**src/rtl/ms_pkg.sv**
```systemverilog
package ms_pkg;
    typedef enum logic [1:0] {
        S_IDLE = 2'd0,
        S_PASS = 2'd1,
        S_HOLD = 2'd2,
        S_STAT = 2'd3
    } ms_state_e;
endpackage

```
**src/rtl/ms_bytecnt.sv**
```systemverilog
module ms_bytecnt #(
    parameter int CNT_W = 8
) (
    input  logic             clk,
    input  logic             rst_n,
    input  logic             clr,
    input  logic             adv,
    output logic [2:0]       bit_idx,
    output logic [CNT_W-1:0] byte_cnt
);
    logic sat;
    assign sat = &byte_cnt;

    always_ff @(posedge clk) begin
        if (!rst_n || clr) begin
            bit_idx  <= '0;
            byte_cnt <= '0;
        end else if (adv) begin
            bit_idx <= bit_idx + 3'd1;
            if (bit_idx == 3'd7 && !sat)
                byte_cnt <= byte_cnt + 1'b1;
        end
    end

    // once saturated the count never wraps
    a_r7_no_wrap: assert property (@(posedge clk) disable iff (!rst_n)
        (sat && !clr) |=> (&byte_cnt));
endmodule

```
**src/rtl/ms_cmpctl.sv**
```systemverilog
module ms_cmpctl #(
    parameter int CNT_W = 8
) (
    input  logic             clk,
    input  logic             rst_n,
    input  logic             clr,
    input  logic             active,
    input  logic             adv,
    input  logic             req,
    input  logic [2:0]       bit_idx,
    input  logic [CNT_W-1:0] byte_cnt,
    input  logic [CNT_W-1:0] dec,
    output logic             hit
);
    logic lat_q;
    logic passed_q;
    logic at_dec;

    assign at_dec = (bit_idx == 3'd0) && (byte_cnt == dec);
    assign hit    = at_dec && (lat_q || (req && !passed_q));

    always_ff @(posedge clk) begin
        if (!rst_n || clr) begin
            lat_q    <= 1'b0;
            passed_q <= 1'b0;
        end else begin
            if (active && req && !passed_q)
                lat_q <= 1'b1;
            if (adv && at_dec)
                passed_q <= 1'b1;
        end
    end

    // an armed request stays armed for the rest of the frame
    a_r8_latch_held: assert property (@(posedge clk) disable iff (!rst_n)
        (lat_q && !clr) |=> lat_q);
    // a boundary already passed can never coexist with an armed request
    a_r6_late_ignored: assert property (@(posedge clk) disable iff (!rst_n)
        passed_q |-> !lat_q);
endmodule

```
**src/rtl/ms_statsh.sv**
```systemverilog
module ms_statsh #(
    parameter int STAT_W = 56,
    parameter int IDX_W  = $clog2(STAT_W)
) (
    input  logic              clk,
    input  logic              rst_n,
    input  logic              load,
    input  logic              shift,
    input  logic [STAT_W-1:0] word,
    output logic              bit_o,
    output logic              last
);
    logic [STAT_W-1:0] sh_q;
    logic [IDX_W-1:0]  idx_q;

    assign bit_o = sh_q[0];
    assign last  = (idx_q == IDX_W'(STAT_W - 1));

    always_ff @(posedge clk) begin
        if (!rst_n) begin
            sh_q  <= '0;
            idx_q <= '0;
        end else if (load) begin
            sh_q  <= word;
            idx_q <= '0;
        end else if (shift) begin
            sh_q  <= sh_q >> 1;
            idx_q <= idx_q + 1'b1;
        end
    end

    // the index never runs past the last status bit
    a_r1_idx_bound: assert property (@(posedge clk) disable iff (!rst_n)
        (shift && last && !load) |=> (idx_q == IDX_W'(STAT_W)) || (idx_q == '0) || shift == 1'b0);
endmodule

```
**src/rtl/ms_compressor.sv**
```systemverilog
module ms_compressor
    import ms_pkg::*;
#(
    parameter int CNT_W      = 8,
    parameter int STAT_BYTES = 7,
    localparam int STAT_W    = 8 * STAT_BYTES,
    localparam int IDX_W     = $clog2(STAT_W + 1)
) (
    input  logic              clk,
    input  logic              rst_n,
    input  logic              frm_sfd,
    input  logic              rx_vld,
    input  logic              rx_bit,
    input  logic              rx_end,
    input  logic              cmp_req,
    input  logic [CNT_W-1:0]  cmp_dec,
    input  logic [STAT_W-1:0] stat_word,
    output logic              mrx_clk_en,
    output logic              mrx_dat,
    output logic              mcrs
);
    ms_state_e st_q, nxt;

    logic [2:0]       bit_idx;
    logic [CNT_W-1:0] byte_cnt;
    logic             hit, clr, adv, load, shift, st_bit, st_last;

    assign clr   = (st_q == S_IDLE) && frm_sfd;
    assign adv   = (st_q == S_PASS) && !rx_end && rx_vld && !hit;
    assign load  = ((st_q == S_PASS) || (st_q == S_HOLD)) && rx_end;
    assign shift = (st_q == S_STAT);

    ms_bytecnt #(.CNT_W(CNT_W)) u_cnt (
        .clk(clk), .rst_n(rst_n), .clr(clr), .adv(adv),
        .bit_idx(bit_idx), .byte_cnt(byte_cnt)
    );

    ms_cmpctl #(.CNT_W(CNT_W)) u_cmp (
        .clk(clk), .rst_n(rst_n), .clr(clr), .active(st_q == S_PASS),
        .adv(adv), .req(cmp_req), .bit_idx(bit_idx), .byte_cnt(byte_cnt),
        .dec(cmp_dec), .hit(hit)
    );

    ms_statsh #(.STAT_W(STAT_W), .IDX_W(IDX_W)) u_stat (
        .clk(clk), .rst_n(rst_n), .load(load), .shift(shift),
        .word(stat_word), .bit_o(st_bit), .last(st_last)
    );

    // next-state logic
    always_comb begin
        nxt = st_q;
        unique case (st_q)
            S_IDLE: if (frm_sfd) nxt = S_PASS;
            S_PASS: begin
                if (rx_end)             nxt = S_STAT;
                else if (rx_vld && hit) nxt = S_HOLD;
            end
            S_HOLD: if (rx_end)  nxt = S_STAT;
            S_STAT: if (st_last) nxt = S_IDLE;
            default: nxt = S_IDLE;
        endcase
    end

    // state register
    always_ff @(posedge clk) begin
        if (!rst_n) st_q <= S_IDLE;
        else        st_q <= nxt;
    end

    // registered outputs
    always_ff @(posedge clk) begin
        if (!rst_n) begin
            mrx_clk_en <= 1'b0;
            mrx_dat    <= 1'b0;
            mcrs       <= 1'b0;
        end else begin
            mrx_clk_en <= adv || shift;
            mrx_dat    <= adv ? rx_bit : (shift ? st_bit : 1'b0);
            mcrs       <= (st_q != S_IDLE) || (nxt != S_IDLE);
        end
    end

    // a clock pulse is always inside carrier
    a_r9_clk_in_crs: assert property (@(posedge clk) disable iff (!rst_n)
        mrx_clk_en |-> mcrs);
    // carrier drops only right after a clocked (last status) bit
    a_r9_crs_after_last: assert property (@(posedge clk) disable iff (!rst_n)
        $fell(mcrs) |-> $past(mrx_clk_en));
    // while holding, carrier is up and no clock pulse appears
    a_r5_hold_quiet: assert property (@(posedge clk) disable iff (!rst_n)
        (st_q == S_HOLD) |=> (mcrs && !mrx_clk_en));
    // data is zero when not clocked
    a_r11_dat_zero: assert property (@(posedge clk) disable iff (!rst_n)
        !mrx_clk_en |-> !mrx_dat);
endmodule

```
**config.mk**
```make
export PLATFORM = sky130hd
export DESIGN_NAME = ms_compressor
export DESIGN_NICKNAME = d
export VERILOG_FILES = /design/src/rtl/ms_pkg.sv /design/src/rtl/ms_bytecnt.sv /design/src/rtl/ms_cmpctl.sv /design/src/rtl/ms_statsh.sv /design/src/rtl/ms_compressor.sv
export SDC_FILE = /design/constraint.sdc
export NUM_CORES = 1
export LEC_CHECK = 0
export BUFFER_PORTS_ARGS = -buffer_cell sky130_fd_sc_hd__buf_2
export CAP_MARGIN = 20
export CORE_ASPECT_RATIO = 1.1
export CORE_MARGIN = 8
export CORE_UTILIZATION = 29
export DETAILED_ROUTE_END_ITERATION = 6
export PLACE_DENSITY_LB_ADDON = 0.15
export SYNTH_ARGS = -nofsm -noshare
export SYNTH_HDL_FRONTEND = slang
export SYNTH_SLANG_ARGS = --single-unit
```
**constraint.sdc**
```tcl
create_clock -name clk -period 2 [get_ports clk]
set_input_delay 0.4 -clock clk [delete_from_list [all_inputs] [get_ports clk]]
set_output_delay 0.4 -clock clk [all_outputs]
set_load 0.005 [all_outputs]
```
==> impl_results.md <==
* Die X at 125 µm
* Dpl hpwl at 6630 µm
* R2r endpoint: mcrs$_SDFF_PN0_
* Critical path type: register to register
* RR Startpoint: u_cnt.bit_idx[0]$_SDFFE_PP0P_
* Site row count at 44
* Unrepaired setup endpoints after global routing: false
* Crit start category: register
* HP Class: input port to register
* Clk slew on worst S/H paths at 0.06 ns
* Drt drc at 0
* First-pass GRT wire length at 15800 µm
* CTS root buf: clkbuf_16
* Post-synth cell types at 43
* GRT overflow at 0
* Layout area overhead at 24.8%
* Input/output buffers at 73
* Num CTS Buffers at 9
* All-Layer GR Usage at 11.4%
* Fin nets at 565
* CTS tree: built
* Worst Setup End Kind: register
* CP Cell Sequence: inv_1, ha_1, nor2b_1, nand4_2, or4_1, a21oi_1, o31a_1
* Power density cells at 817 mW/mm²
* I/O pin count at 74
* Cell depth of the worst flop-to-flop path at 7
* Worst path max stage delay at 0.57 ns
* Clock share of power at 39.2%
* WL/cell at 14.2 µm
* Die Ht at 136 µm
* Hold Crit Depth at 3
* Combinational power share at 14.5%
* Clock sinks at 80
* Number of synthesized flops with an enable pin at 0
* Routed WL at 9230 µm
* Fin crit period at 1.87 ns
* Synthesized netlist cell count at 413
* Worst slew pin tran at 0.462 ns
* Seq cells post-synth at 80
* Crit path launch: u_cnt.bit_idx[0]$_SDFFE_PP0P_
* Avg Vias per Cell at 4.95
* Final period util at 93.3%
* Maximum clock rate at 536 MHz
* Switching power at 963 µW
* Syn Std Cell Area at 0.00382 mm²
* Die area at 0.0171 mm²
* Delay-heaviest family, CP: simple AND/OR/NAND/NOR gates
* Number of global-route vias before repair at 3316
* Largest net degree at the start of global routing at 58
* Switching part of the total power at 24.7%
* Drt pass-1 iters at 4
* Crit-path max FO at 5
* P_int at 2930 µW
* End of the worst hold path: mrx_dat$_SDFF_PN0_
* Setup_tns at 0 ns
* Count of warnings emitted by yosys at 0
* Gpl congestion at 0.823
* Worst EP required at 2.28 ns
* Clock Latency Late Sink at 0.33 ns
* Via count at 3207
* Fraction of registers with async set/reset at 0%
* H-tree Lvls at 3
* Total core area at 0.0130 mm²
* Fin util at 36.5%
* Final Skew at 0.00428 ns
* Pleak at 0.00175 µW
* Run status: complete, no violations
* Antenna Nets Post-Route at 0
* Reg2reg setup slack at 0.13 ns
* # hold bufs at CTS at 0
* N_diodes at 0
* Max Cap Viol at 0
* Slowest CP cell: or4_1
* Worst path bufs/invs at 1
* Drt initial violations at 125
* Longest Clk Path Bufs at 2
* Worst vdd ir at 0.000311 V
* Arr. time, crit path at 2.14 ns
* Post-CTS Repair Setup Buffers at 0
* Register share of total power at 46.2%
* Final setup viols at 0
* Slew HR at 69.2%
* Final hold viol count at 0
* Register area share after synthesis at 41.9%
* Initial antenna violation count at 0
* Syn nets at 494
* Syn Area/Cell at 9.25 µm²
* Slew Limit Fails at 0
* Layout cell share with drive strength beyond 1 at 23.4%
* Ys flop type: dfxtp_1
* Min-Delay Startpoint: rx_bit
* Initial Util at 29.3%
cell usage in the layout (no fill, tap or decap), drive strengths merged, types with 3 or more instances in the layout:
master  netlist  layout
or4           3       3
o21ai         9       9
ha           10      10
a211oi       56      56
nand4         6       6
nor2         65      65
nand2        11      11
buf          13      90
a21oi        13      13
a31oi         3       3
inv           7       7
xnor2         9       9
and3          4       4
mux2i        57      57
xor2          3       3
o31ai         4       4
nand3        11      11
o21a          3       3
dfxtp        80      80
nor4          3       3
nor3          3       3
clkbuf       17      14
or3           5       5
cell type report:
class	instances	area (µm²)
clock buffer	14	274
fill	1382	8280
inverter	7	26.3
multi-input combinational	296	2110
sequential	80	1600
tap	161	201
timing repair buffer	90	556
routing by layer:
layer | wire length (µm) | part of all wire [%] | GRT usage [%] | up-vias
li1 | - | - | - | 1657
met1 | 4440 | 48 | 13.8 | 1467
met2 | 4110 | 45 | 18.0 | 73
met3 | 495 | 5.4 | 3.33 | 10
met4 | 182 | 2.0 | 6.09 | 0
met5 | 0 | 0 | 0 | -
cells in the mapped netlist, drive strengths merged, types with 2 or more instances:
cell type	instances	area, µm²
a21oi	13	65.1
dfxtp	80	1600
o21a	3	22.5
nand3	11	55.1
o21ai	9	45.0
a211oi	56	420
o41ai	2	17.5
ha	10	125
nor2	65	244
buf	13	56.3
mux2i	57	571
o31a	2	17.5
inv	7	26.3
a31oi	3	18.8
or3	5	32.5
nor3	3	15.0
and3	4	26.3
or4	3	22.5
o31ai	4	30.0
and2	2	12.5
nor2b	2	12.5
clkbuf	17	63.8
nand4	6	43.8
nor4	3	33.8
xor2	3	26.3
xnor2	9	86.3
nand2	11	41.3
kinds of logic after synthesis:
group,Yosys count,share of synthesized area (%)
adder cells (fa/ha/maj),10,3.28
flip-flops,80,41.9
AO/OA/AOI/OAI,99,18.2
buffers and inverters,37,3.83
multiplexers,57,14.9
XOR/XNOR,12,2.95
AND/OR/NAND/NOR,118,14.8
tightest hold or removal path: stages:
cell,delay (ns)
buf_2,0.09
nand2_1,0.05
mux2i_1,0.06
what timing repair did:
action | 4_1_cts | 5_1_grt
endpoints found under the setup margin | 0 | 5
resized for setup | 0 | 3
hold endpoints to repair | 0 | 0
registers in the layout, summed over array words and instances, names as in the netlist:
name,count
u_stat.sh_q,56
u_cmp.passed_q,1
u_cnt.bit_idx,3
mrx_clk_en,1
mrx_dat,1
st_q,2
u_stat.idx_q,6
mcrs,1
u_cnt.byte_cnt,8
u_cmp.lat_q,1
power groups by stage:
| stage | combinational (µW) | sequential [µW] | clock (µW) |
|---|---|---|---|
| after detailed placement | 567 | 1840 | 0 |
| after CTS | 572 | 1800 | 1590 |
| after global placement | 564 | 1830 | 0 |
| after global routing | 637 | 1820 | 1670 |
| final | 566 | 1800 | 1530 |
| after floorplan | 355 | 1820 | 0 |
worst max path at each step:
stage                     slack (ns)                            to  depth (start not counted)
after floorplan                 0.23  u_stat.sh_q[41]$_SDFFE_PN0P_                          7
after global placement          0.12               mcrs$_SDFF_PN0_                          6
after global routing           0.003               mcrs$_SDFF_PN0_                          7
final                           0.13               mcrs$_SDFF_PN0_                          7
after CTS                        0.1               mcrs$_SDFF_PN0_                          7
after detailed placement        0.12               mcrs$_SDFF_PN0_                          6
stage by stage:
step / std cells / setup WS, ns / hold slack (ns) / power [µW] / cell area, µm²
after floorplan: 413 / 0.233 / 0.446 / 2170 / 3820
after global routing: 648 / 0.00315 / 0.320 / 4130 / 4770
after CTS: 648 / 0.0977 / 0.299 / 3960 / 4750
after detailed placement: 634 / 0.117 / 0.479 / 2400 / 4480
after global placement: 634 / 0.122 / 0.463 / 2400 / 4480
final: 648 / 0.134 / 0.317 / 3900 / 4770
Power figures use the tool's default switching activity.
